File: config.mk
export PLATFORM = sky130hd
export DESIGN_NAME = ctrl_failover_arb
export DESIGN_NICKNAME = d
export VERILOG_FILES = /design/src/rtl/fo_arb_pkg.sv /design/src/rtl/fo_pair_monitor.sv /design/src/rtl/fo_takeover_alloc.sv /design/src/rtl/fo_gate_router.sv /design/src/rtl/ctrl_failover_arb.sv
export SDC_FILE = /design/constraint.sdc
export NUM_CORES = 1
export LEC_CHECK = 0
export CAP_MARGIN = 20
export CORE_MARGIN = 1.5
export CORE_UTILIZATION = 30
export DETAILED_ROUTE_END_ITERATION = 12
export HOLD_SLACK_MARGIN = 0.12
export PLACE_DENSITY = 0.58
export SLEW_MARGIN = 20
export SYNTH_ARGS = -nofsm -noshare
export SYNTH_HDL_FRONTEND = slang
export SYNTH_SLANG_ARGS = --single-unit
File: constraint.sdc
create_clock -name clk -period 2.4 [get_ports clk]
set_input_delay 0.24 -clock clk [delete_from_list [all_inputs] [get_ports clk]]
set_output_delay 0.24 -clock clk [all_outputs]
set_load 0.02 [all_outputs]
File: src/rtl/fo_arb_pkg.sv
package fo_arb_pkg;
  // bit 0: upper switch, bit 1: lower switch
  typedef logic [1:0] sw_pair_t;
  localparam sw_pair_t PAIR_BYPASS = 2'b10;
  localparam sw_pair_t PAIR_SHOOT  = 2'b11;

  function automatic sw_pair_t safe_pair(input sw_pair_t p);
    return (p == PAIR_SHOOT) ? PAIR_BYPASS : p;
  endfunction
endpackage

File: src/rtl/fo_pair_monitor.sv
module fo_pair_monitor
  import fo_arb_pkg::*;
#(
  parameter int CNT_W = 8
) (
  input  logic             clk,
  input  logic             rst_n,
  input  logic             sample_stb,
  input  sw_pair_t         pwm_a,
  input  sw_pair_t         pwm_b,
  input  logic [CNT_W-1:0] limit,
  output logic             persist_err
);
  localparam logic [CNT_W-1:0] CNT_MAX = '1;

  logic [CNT_W-1:0] cnt_q, cnt_d;
  logic             differ;

  always_comb begin
    differ = (pwm_a != pwm_b);
    if (!differ)               cnt_d = '0;
    else if (cnt_q == CNT_MAX) cnt_d = cnt_q;
    else                       cnt_d = cnt_q + 1'b1;
  end

  always_ff @(posedge clk or negedge rst_n) begin
    if (!rst_n)          cnt_q <= '0;
    else if (sample_stb) cnt_q <= cnt_d;
  end

  assign persist_err = (cnt_q > limit);


  cnt_clear_chk: assert property (@(posedge clk) disable iff (!rst_n)
    (sample_stb && (pwm_a == pwm_b)) |=> (cnt_q == '0 && !persist_err));


  cnt_step_chk: assert property (@(posedge clk) disable iff (!rst_n)
    (sample_stb && (pwm_a != pwm_b) && (cnt_q != CNT_MAX)) |=> (cnt_q == $past(cnt_q) + 1'b1));
endmodule

File: src/rtl/fo_takeover_alloc.sv
module fo_takeover_alloc #(
  parameter int N     = 4,
  parameter int IDX_W = 2
) (
  input  logic               clk,
  input  logic               rst_n,
  input  logic [N-1:0]       failed,
  output logic [N-1:0]       rescued_q,
  output logic [N*IDX_W-1:0] rescuer_q,
  output logic [N-1:0]       orphan_q
);
  logic [N-1:0]       used, resc_d, orph_d;
  logic [N*IDX_W-1:0] who_d;

  always_comb begin
    used   = '0;
    resc_d = '0;
    orph_d = '0;
    who_d  = '0;
    for (int c = 0; c < N; c++) begin
      if (failed[c]) begin
        if ((c > 0) && !failed[c-1] && !used[c-1]) begin
          resc_d[c] = 1'b1;
          used[c-1] = 1'b1;
          who_d[c*IDX_W +: IDX_W] = IDX_W'(c - 1);
        end else if ((c < N-1) && !failed[c+1] && !used[c+1]) begin
          resc_d[c] = 1'b1;
          used[c+1] = 1'b1;
          who_d[c*IDX_W +: IDX_W] = IDX_W'(c + 1);
        end else begin
          orph_d[c] = 1'b1;
        end
      end
    end
  end

  always_ff @(posedge clk or negedge rst_n) begin
    if (!rst_n) begin
      rescued_q <= '0;
      rescuer_q <= '0;
      orphan_q  <= '0;
    end else begin
      rescued_q <= resc_d;
      rescuer_q <= who_d;
      orphan_q  <= orph_d;
    end
  end

  for (genvar c = 0; c < N; c++) begin : g_adj

    rescuer_adjacent_chk: assert property (@(posedge clk) disable iff (!rst_n)
      rescued_q[c] |-> ((int'(rescuer_q[c*IDX_W +: IDX_W]) == c - 1) ||
                        (int'(rescuer_q[c*IDX_W +: IDX_W]) == c + 1)));
  end

  for (genvar r = 0; r < N; r++) begin : g_use
    logic [N-1:0] hit;
    for (genvar c = 0; c < N; c++) begin : g_cell
      assign hit[c] = rescued_q[c] && (int'(rescuer_q[c*IDX_W +: IDX_W]) == r);
    end

    single_extra_chk: assert property (@(posedge clk) disable iff (!rst_n)
      $countones(hit) <= 1);
  end
endmodule

File: src/rtl/fo_gate_router.sv
module fo_gate_router
  import fo_arb_pkg::*;
#(
  parameter int N     = 4,
  parameter int IDX_W = 2
) (
  input  logic [2*N-1:0]     ctrl_pwm,
  input  logic [N-1:0]       failed,
  input  logic [N-1:0]       rescued,
  input  logic [N*IDX_W-1:0] rescuer,
  output logic [2*N-1:0]     gate_out
);
  always_comb begin
    gate_out = '0;
    for (int c = 0; c < N; c++) begin
      sw_pair_t sel;
      int       src;
      src = int'(rescuer[c*IDX_W +: IDX_W]);
      sel = ctrl_pwm[2*c +: 2];
      if (failed[c]) begin
        sel = rescued[c] ? ctrl_pwm[2*src +: 2] : PAIR_BYPASS;
      end
      gate_out[2*c +: 2] = safe_pair(sel);
    end
  end
endmodule

File: src/rtl/ctrl_failover_arb.sv
module ctrl_failover_arb
  import fo_arb_pkg::*;
#(
  parameter  int N_CTRL = 4,
  parameter  int CNT_W  = 8,
  localparam int IDX_W  = (N_CTRL > 1) ? $clog2(N_CTRL) : 1
) (
  input  logic                    clk,
  input  logic                    rst_n,
  input  logic                    sample_stb,
  input  logic [CNT_W-1:0]        mismatch_limit,
  input  logic [2*N_CTRL-1:0]     ctrl_pwm,
  output logic [2*N_CTRL-1:0]     gate_out,
  output logic [N_CTRL-1:0]       ctrl_failed,
  output logic [N_CTRL-1:0]       cell_rescued,
  output logic [N_CTRL*IDX_W-1:0] cell_rescuer,
  output logic                    phase_up
);
  logic [1:0] rst_pipe;
  logic       rst_int_n;

  always_ff @(posedge clk or negedge rst_n) begin
    if (!rst_n) rst_pipe <= '0;
    else        rst_pipe <= {rst_pipe[0], 1'b1};
  end
  assign rst_int_n = rst_pipe[1];

  logic err_mat [N_CTRL][N_CTRL];

  for (genvar a = 0; a < N_CTRL; a++) begin : g_row
    assign err_mat[a][a] = 1'b1;
    for (genvar b = a + 1; b < N_CTRL; b++) begin : g_col
      logic pair_err;
      fo_pair_monitor #(.CNT_W(CNT_W)) u_mon (
        .clk        (clk),
        .rst_n      (rst_int_n),
        .sample_stb (sample_stb),
        .pwm_a      (ctrl_pwm[2*a +: 2]),
        .pwm_b      (ctrl_pwm[2*b +: 2]),
        .limit      (mismatch_limit),
        .persist_err(pair_err)
      );
      assign err_mat[a][b] = pair_err;
      assign err_mat[b][a] = pair_err;
    end
  end

  logic [N_CTRL-1:0] dis_all, failed_d, failed_q;

  always_comb begin
    for (int k = 0; k < N_CTRL; k++) begin
      dis_all[k] = 1'b1;
      for (int j = 0; j < N_CTRL; j++) begin
        dis_all[k] = dis_all[k] & err_mat[k][j];
      end
    end
    failed_d = failed_q | dis_all;
  end

  always_ff @(posedge clk or negedge rst_int_n) begin
    if (!rst_int_n) failed_q <= '0;
    else            failed_q <= failed_d;
  end

  logic [N_CTRL-1:0] orphan_q;

  fo_takeover_alloc #(.N(N_CTRL), .IDX_W(IDX_W)) u_alloc (
    .clk      (clk),
    .rst_n    (rst_int_n),
    .failed   (failed_q),
    .rescued_q(cell_rescued),
    .rescuer_q(cell_rescuer),
    .orphan_q (orphan_q)
  );

  fo_gate_router #(.N(N_CTRL), .IDX_W(IDX_W)) u_route (
    .ctrl_pwm(ctrl_pwm),
    .failed  (failed_q),
    .rescued (cell_rescued),
    .rescuer (cell_rescuer),
    .gate_out(gate_out)
  );

  assign ctrl_failed = failed_q;
  assign phase_up    = ~|orphan_q;


  failed_sticky_chk: assert property (@(posedge clk) disable iff (!rst_int_n)
    ((failed_q & $past(failed_q)) == $past(failed_q)));

  for (genvar c = 0; c < N_CTRL; c++) begin : g_guard

    no_shoot_through_chk: assert property (@(posedge clk) disable iff (!rst_int_n)
      gate_out[2*c +: 2] != PAIR_SHOOT);

    orphan_bypass_chk: assert property (@(posedge clk) disable iff (!rst_int_n)
      orphan_q[c] |-> (gate_out[2*c +: 2] == PAIR_BYPASS));
  end
endmodule

==> impl_metrics.yaml, run 1 <==
flow_run:
  maxCapViolCount: 0
synthesis:
  synthTopCellsByArea: "dfrtp_1 (35%), ha_1 (15%), o21ai_1 (4.9%)"
  ys_seq_elements: 64
  yosys.area_share.adder: 0.150
  synthMuxAreaShare: 0.0116
  synth-compound-area-share: 0.221
  seq_area_frac_synth: 0.355
  synth-xor-area-share: 0.0333
  synth-async-reset-ratio: 1.00
  netlist_area_mm2: 0.00451
  yosys.area.top_type: "dfrtp_1"
  syn_avg_cell_area_um2: 9.12
  syn_inst: 495
  synthSimpleGateAreaFrac: 0.187
  synth_top_family_by_area: "compound AO/OA/AOI/OAI gates"
  synth_warnings: 0
  synth_ff_type: "dfrtp_1"
  synth_top_area_share: 0.355
  synth_enable_flop_cells: 0
  synth_cell_type_count: 46
critical_path:
  required_ps: 2160
  cp-start-kind: "primary input"
  worst_setup_path_end_kind: "output pin"
  critical_path.max_fanout: 5
  crit_arrival_ps: 2020
  r2r_start: "g_row[1].g_col[2].u_mon.cnt_q[0]$_DFFE_PN0P_"
  timing.rr.end: "g_row[1].g_col[2].u_mon.cnt_q[4]$_DFFE_PN0P_"
  r2r_slack_ps: 470
  critPathKind: "primary input to output pin"
  worst-r2r-cell-count: 6
sta:
  finalCritPeriodShare: 0.941
  setup_viol: 0
  hold_violations: 0
  grt_setup_unrepaired: "false"
  worstMarginPinSlew_ps: 539
  clock.fmax_mhz: 443
  finClkSkew_ps: 9.15
  period_minus_slack_ps: 2260
  max_slew_margin: 0.641
  slew_violations: 0
  finalSetupTns_ps: 0
power:
  irDropWorstVdd_v: 0.000381
  power_w: 0.00375
  power_density_mw_per_mm2: 679
  p_leak_nw: 2.38
floorplanning:
  initial_core_util: 0.309
  chipWidth_um: 126
  ioPinCount: 44
  die_area_mm2: 0.0158
  core_mm2: 0.0146
  rows: 44
  die_y_um: 126
detailed_routing:
  firstDrtPassIters: 4
  wl_um: 12400
  drt-vias-per-instance: 5.34
  ant_nets: 0
  vias: 3950
  drt_iter0_drc: 233
  wl_per_cell_um: 16.7
  drc: 0
clock_tree:
  root_buffer: "clkbuf_16"
  path_clk_slew_ps: 50
  ctsHoldBuffers: 1
  cts_tree: "yes"
  ctsHtreeMaxLevel: 3
  cts_buffer_depth: 2
  clk_latency_ps: 350
  post_cts_buffers: 0
  cts_buffers: 9
  ctsResizeCount: 0
  cts_sinks: 64
global_routing:
  antenna_found_initial: 0
  grt_pass1_vias: 3994
  grt_max_degree: 42
  grt-ovfl-total: 0
  grtUsageTotal: 0.167
  grt_pass1_wl_um: 20800
layout:
  insertedDiodeCount: 0
  area_growth_pct: 22.2
  layout.nets: 624
  layout_common_cells: "dfrtp_1 (63), ha_1 (54), o21ai_1 (44)"
  layout_commonest_cell: "dfrtp_1"
  drive_gt1_frac: 0.0953
placement:
  gp_congestion: 0.843
  port_buffers: 40
  place_hpwl_um: 9370
run_status:
  outcome: "finished, final reports clean"
hold_path:
  min_path_type: "register to asynchronous set/reset pin"
==> critical path, cell delays in order <==
cell and delay (ps):
clkdlybuf4s50_1 640, mux2i_1 120, a31oi_1 340, clkdlybuf4s50_1 670
==> metal layers <==
metal  track usage  vias up  routed length, um
li1              -     1931                  -
met1         0.219     1919               5780
met3        0.0467       20                639
met4        0.0521        0                238
met2         0.267       80               5720
met5             0        -                  0
==> synthesized netlist by cell type, types with 3 or more instances <==
master / number
o21ai_1: 44
o21ai_0: 28
a31oi_1: 5
a21oi_1: 37
o211ai_1: 6
and4_1: 4
nand2b_1: 15
o31ai_1: 15
mux2i_1: 3
nor2b_1: 15
xor2_1: 9
inv_1: 22
dfrtp_1: 64
o21ai_2: 5
o22ai_1: 6
nand4_1: 17
and3_1: 12
buf_4: 9
o41ai_1: 3
nand3_1: 20
nand2_1: 32
o31ai_2: 3
nor2_2: 3
ha_1: 54
nor2_1: 33
==> final cells by class <==
cell class                      instances  area [um2]
Multi-Input combinational cell        397        2730
Timing Repair Buffer                   57         543
Fill cell                            1459        9070
Clock inverter                          5        80.1
Sequential cell                        64        1600
Tap cell                              184         230
Clock buffer                           11         243
Inverter                               22        82.6
==> worst max-delay path by stage <==
| stage | endpoint | slack (ps) | startpoint |
|---|---|---|---|
| after CTS | gate_out[3] | 150 | ctrl_pwm[5] |
| after floorplan | ctrl_failed[0]$_DFF_PN0_ | 490 | rst_pipe[1]$_DFF_PN0_ |
| after detailed placement | gate_out[3] | 150 | ctrl_pwm[5] |
| final | gate_out[3] | 140 | ctrl_pwm[5] |
| after global routing | gate_out[2] | 30 | u_alloc.rescuer_q[3]$_DFF_PN0_ |
| after global placement | gate_out[3] | 180 | ctrl_pwm[5] |
==> stage by stage <==
step | setup slack [ps] | util | hold slack (ps) | area (um2) | cells
2_1_floorplan | 486 | - | -55.6 | 4520 | 497
3_3_place_gp | 177 | 0.355 | 266 | 5180 | 723
3_5_place_dp | 148 | 0.355 | 275 | 5180 | 723
4_1_cts | 146 | 0.378 | 279 | 5520 | 740
5_1_grt | 30.7 | 0.378 | 311 | 5520 | 740
6_report | 142 | 0.378 | 253 | 5520 | 740
==> sequential cells by signal, summed over array words and instances (netlist names) <==
register / flops
g_row.g_col.u_mon.cnt_q: 48
rst_pipe: 2
u_alloc.rescued_q: 3
u_alloc.rescuer_q: 3
ctrl_failed: 4
u_alloc.orphan_q: 4
==> cells by family after synthesis <==
kind of cell,Yosys count
AO/OA/AOI/OAI,162
XOR/XNOR,12
adder cells (fa/ha/maj),54
buffers and inverters,36
flip-flops,64
multiplexers,5
other,2
AND/OR/NAND/NOR,160
==> power breakdown <==
| part | switching, W | internal [W] |
|---|---|---|
| clock network | 0.000509 | 0.000936 |
| logic | 0.000477 | 0.000382 |
| registers | 0.000221 | 0.00122 |
No activity file was read; power rests on OpenSTA's default activity.
==> inputs of run 2 (changes only) <==
GPL_TIMING_DRIVEN = 0   (was not set)
==> run 2 against run 1 <==
Compared with the run above: core utilization is 0.40 points lower; largest power group is now sequential cells; clock skew shrank 2.9 ps; register-to-register slack worse by 60 ps; worst setup slack got worse by 100 ps; sequential cell count unchanged; critical path depth is the same; total power is 0.65% lower; design area decreased by 1.1%; hold slack gained 5.7 ps; first-iteration DRC count decreased by 9.9%; sequential share of layout area grew 0.36 points; routed wire length decreased by 1.7%.
==> impl_metrics.yaml, run 2 (synthesis gave the netlist of run 1 again) <==
critical_path:
  r2r_start: "g_row[1].g_col[2].u_mon.cnt_q[0]$_DFFE_PN0P_"
  required_ps: 2160
  critPathKind: "register to output pin"
  critical_path.max_fanout: 3
  worst_setup_path_end_kind: "output pin"
  worst-r2r-cell-count: 7
  r2r_slack_ps: 410
  crit_end: "gate_out[2]"
  startpoint: "u_alloc.rescuer_q[3]$_DFF_PN0_"
  cp-start-kind: "register"
  crit_arrival_ps: 2120
  timing.rr.end: "g_row[1].g_col[2].u_mon.cnt_q[3]$_DFFE_PN0P_"
sta:
  finalCritPeriodShare: 0.984
  grt_setup_unrepaired: "false"
  hold_violations: 0
  finClkSkew_ps: 6.23
  finalSetupTns_ps: 0
  worstMarginPinSlew_ps: 513
  max_slew_margin: 0.657
  slew_violations: 0
  clock.fmax_mhz: 424
  period_minus_slack_ps: 2360
  whs_ps: 258
  setup_viol: 0
run_status:
  outcome: "finished, final reports clean"
power:
  p_leak_nw: 2.36
  power_density_mw_per_mm2: 682
  irDropWorstVdd_v: 0.000373
layout:
  fin_area_mm2: 0.00546
  layout.filler_cells: 1473
  insertedDiodeCount: 0
  layout.nets: 618
  drive_gt1_frac: 0.0945
  fin_util: 0.374
  regMostFlops: "g_row.g_col.u_mon.cnt_q"
  fin_cells: 734
  layout_common_cells: "dfrtp_1 (63), ha_1 (54), o21ai_1 (44)"
  largest_reg_flops: 48
  layout_commonest_cell: "dfrtp_1"
  area_growth_pct: 20.9
floorplanning:
  ioPinCount: 44
  initial_core_util: 0.309
  die_y_um: 126
  die_area_mm2: 0.0158
  rows: 44
  core_mm2: 0.0146
  chipWidth_um: 126
clock_tree:
  cts_sinks: 64
  cts_buffers: 9
  root_buffer: "clkbuf_16"
  ctsHtreeMaxLevel: 3
  cts_buffer_depth: 2
  clk_latency_ps: 340
  cts_tree: "yes"
  path_clk_slew_ps: 60
placement:
  dp.cells: 717
  port_buffers: 35
  gp_congestion: 0.805
  place_area_mm2: 0.00513
  place_hpwl_um: 8980
global_routing:
  grt_max_degree: 35
  antenna_found_initial: 0
  grt_pass1_vias: 3997
  grtUsageTotal: 0.164
  grt-ovfl-total: 0
  grt_pass1_wl_um: 20300
detailed_routing:
  vias: 3974
  drc: 0
  ant_nets: 0
  drt-vias-per-instance: 5.41
  wl_um: 12200
  wl_per_cell_um: 16.6
  drt_iter0_drc: 210
  firstDrtPassIters: 5
flow_run:
  maxCapViolCount: 0
hold_path:
  min_path_type: "register to asynchronous set/reset pin"
## run 2: metrics by stage
stage / total power, W / worst slack [ps]
final: 0.00372 / 38.8
after global placement: 0.00222 / -339
after global routing: 0.00397 / 1.80
after floorplan: 0.00201 / 486
after CTS: 0.00376 / 67.8
after detailed placement: 0.00229 / -56.2
## run 2: worst max-delay path: stages, from the launching register on
cell	delay [ps]
dfrtp_1	430
mux2i_1	230
a31oi_1	170
a21oi_1	280
clkdlybuf4s50_1	670
## run 2: how the worst min path moves through the flow
stage | from | endpoint | slack [ps] | depth (start not counted)
floorplan | rst_n | rst_pipe[0]$_DFF_PN0_ | -60 | 0
global placement | rst_pipe[0]$_DFF_PN0_ | rst_pipe[1]$_DFF_PN0_ | 340 | 0
detailed placement | rst_pipe[1]$_DFF_PN0_ | g_row[0].g_col[3].u_mon.cnt_q[4]$_DFFE_PN0P_ | 270 | 0
CTS | rst_pipe[1]$_DFF_PN0_ | g_row[0].g_col[3].u_mon.cnt_q[4]$_DFFE_PN0P_ | 280 | 0
global route | rst_pipe[1]$_DFF_PN0_ | g_row[0].g_col[3].u_mon.cnt_q[5]$_DFFE_PN0P_ | 300 | 0
finish | rst_pipe[1]$_DFF_PN0_ | g_row[0].g_col[3].u_mon.cnt_q[4]$_DFFE_PN0P_ | 260 | 0
## run 2: repair_timing
action                                  4_1_cts  5_1_grt
gates resized for setup                       1        0
endpoints found under the hold margin         2        0
hold buffers                                  1        0
buffers inserted                              0        0
endpoints found under the setup margin        1        0
## run 2: layer usage
| metal | up-vias | track usage | wire [um] |
|---|---|---|---|
| met1 | 1926 | 0.213 | 5520 |
| met5 | - | 0 | 0 |
| met2 | 96 | 0.260 | 5670 |
| met3 | 17 | 0.0442 | 735 |
| li1 | 1935 | - | - |
| met4 | 0 | 0.0662 | 240 |
## run 2: report_power, final
group | internal [W] | switching (W)
Sequential | 0.00122 | 0.000225
Combinational | 0.000366 | 0.000461
Clock | 0.000932 | 0.000516
## run 2: area by class of cell
cell class,count,area (um2),share of cell area
inverter,22,82.6,0.0151
tap,184,230,0.0422
timing repair buffer,37,379,0.0695
clock buffer,10,239,0.0438
multi-input combinational,397,2730,0.501
buffer,14,104,0.0190
sequential,64,1610,0.294
clock inverter,6,82.6,0.0151
==> inputs of run 3 (changes only) <==
CTS_BUF_LIST = sky130_fd_sc_hd__clkbuf_4 sky130_fd_sc_hd__clkbuf_8   (was not set)
==> run 3 against run 2 <==
Compared with the run above: via count increased by 0.45%; critical path depth unchanged; total power decreased by 10%; combinational power about the same; routed wire length increased by 0.21%; global-route usage decreased by 0.20 points; non-clock buffer count unchanged; sequential power about the same; first-iteration DRC count increased by 1.4%; register-to-register slack about the same; design area decreased by 1.8%; core utilization decreased by 0.68 points; critical path type unchanged; critical endpoint is now gate_out[4]; largest power group unchanged.
==> impl_metrics.yaml, run 3 (synthesis gave the netlist of run 1 again) <==
run_status:
  outcome: "finished, final reports clean"
sta:
  clock.fmax_mhz: 431
  period_minus_slack_ps: 2320
  max_slew_margin: 0.659
  setup_viol: 0
  slew_violations: 0
  finalCritPeriodShare: 0.968
  grt_setup_unrepaired: "true"
  worstMarginPinSlew_ps: 510
  finClkSkew_ps: 12.2
  hold_violations: 0
floorplanning:
  die_area_mm2: 0.0158
  chipWidth_um: 126
  initial_core_util: 0.309
  die_y_um: 126
  rows: 44
  ioPinCount: 44
  core_mm2: 0.0146
critical_path:
  worst_setup_path_end_kind: "output pin"
  critical_path.max_fanout: 8
  slowest_stage: "clkdlybuf4s50_1"
  critPathKind: "register to output pin"
  required_ps: 2160
  crit_chain: "clkbuf_1 -> a31oi_1 -> a21oi_1 -> clkdlybuf4s50_1"
  crit_arrival_ps: 2080
  worst_path_largest_cell_delay_ps: 630
  cp-start-kind: "register"
  crit_family: "buffers and inverters"
  path_buf_inv: 2
power:
  power_density_mw_per_mm2: 624
  net-switching-power_w: 0.00115
  power_switching_share: 0.344
  combPwrFrac: 0.247
  power.internal_w: 0.00219
  power_w: 0.00334
  sequentialPowerShare: 0.432
  clockPowerShare: 0.321
  p_leak_nw: 2.33
  irDropWorstVdd_v: 0.000334
layout:
  fin_area_mm2: 0.00536
  insertedDiodeCount: 0
  layout_commonest_cell: "dfrtp_1"
  layout_common_cells: "dfrtp_1 (63), ha_1 (54), o21ai_1 (44)"
  area_growth_pct: 18.7
  regMostFlops: "g_row.g_col.u_mon.cnt_q"
  drive_gt1_frac: 0.0964
  layout.nets: 618
  largest_reg_flops: 48
  fin_util: 0.367
detailed_routing:
  drt_iter0_drc: 213
  wl_per_cell_um: 16.6
  drc: 0
  vias: 3992
  drt-vias-per-instance: 5.44
  wl_um: 12200
  firstDrtPassIters: 4
  ant_nets: 0
global_routing:
  grt-ovfl-total: 0
  antenna_found_initial: 0
  grt_max_degree: 35
  grtUsageTotal: 0.162
  grt_pass1_vias: 3959
  grt_pass1_wl_um: 20200
clock_tree:
  ctsHtreeMaxLevel: 3
  post_cts_buffers: 0
  cts_buffers: 9
  cts_buffer_depth: 2
  cts_tree: "yes"
  path_clk_slew_ps: 80
  cts_sinks: 64
  root_buffer: "clkbuf_8"
  clk_latency_ps: 370
placement:
  place_hpwl_um: 8980
  gp_congestion: 0.805
  place_area_mm2: 0.00513
  port_buffers: 35
flow_run:
  maxCapViolCount: 0
hold_path:
  min_path_type: "register to asynchronous set/reset pin"
==> run 3: final cells by class <==
class                   instances  area [um2]
well taps                     184         230
repair buffers                 37         382
multi-input cells             397        2730
flip-flops and latches         64        1610
plain buffers                  14         104
fillers                      1476        9230
clock buffers                  10         138
clock inverters                 6        82.6
inverters                      22        82.6
==> run 3: stage by stage <==
stage	std cells	hold WS [ps]	TNS, ps	setup WS (ps)
2_1_floorplan	497	-55.6	0	486
3_3_place_gp	716	337	-20890	-339
3_5_place_dp	717	274	-56.2	-56.2
4_1_cts	734	284	0	28.0
5_1_grt	734	304	-10.9	-10.9
6_report	734	260	0	77.7
==> run 3: path summary, 6_finish.rpt <==
kind	start	to	slack (ps)	cells after the start
worst max-delay path	ctrl_failed[2]$_DFF_PN0_	gate_out[4]	80	4
worst min-delay path	rst_pipe[1]$_DFF_PN0_	g_row[0].g_col[3].u_mon.cnt_q[4]$_DFFE_PN0P_	260	0
worst max register to register	g_row[1].g_col[2].u_mon.cnt_q[0]$_DFFE_PN0P_	g_row[1].g_col[2].u_mon.cnt_q[3]$_DFFE_PN0P_	400	7
worst min register to register	rst_pipe[1]$_DFF_PN0_	g_row[0].g_col[3].u_mon.cnt_q[4]$_DFFE_PN0P_	260	0
max in group asynchronous	rst_pipe[1]$_DFF_PN0_	g_row[2].g_col[3].u_mon.cnt_q[4]$_DFFE_PN0P_	1620	1
min in group clk	ctrl_pwm[2]	g_row[1].g_col[3].u_mon.cnt_q[1]$_DFFE_PN0P_	340	4
==> run 3: timing repair <==
item / 4_1_cts / 5_1_grt
endpoints found under the hold margin: 2 / 0
gates resized for setup: 1 / 2
hold buffers: 1 / 0
endpoints found under the setup margin: 1 / 2
==> run 3: power by group through the flow <==
stage	logic [W]	clock network (W)	registers, W
after global placement	0.000757	0	0.00147
after floorplan	0.000623	0	0.00139
after detailed placement	0.000829	0	0.00146
after CTS	0.000832	0.00111	0.00144
final	0.000828	0.00107	0.00144
after global routing	0.000966	0.00115	0.00148
==> run 3: metal layers <==
metal  global-route usage  routed length (um)
met3               0.0378                 626
met5                    0                   0
met2                0.257                5730
met4               0.0682                 286
met1                0.212                5540
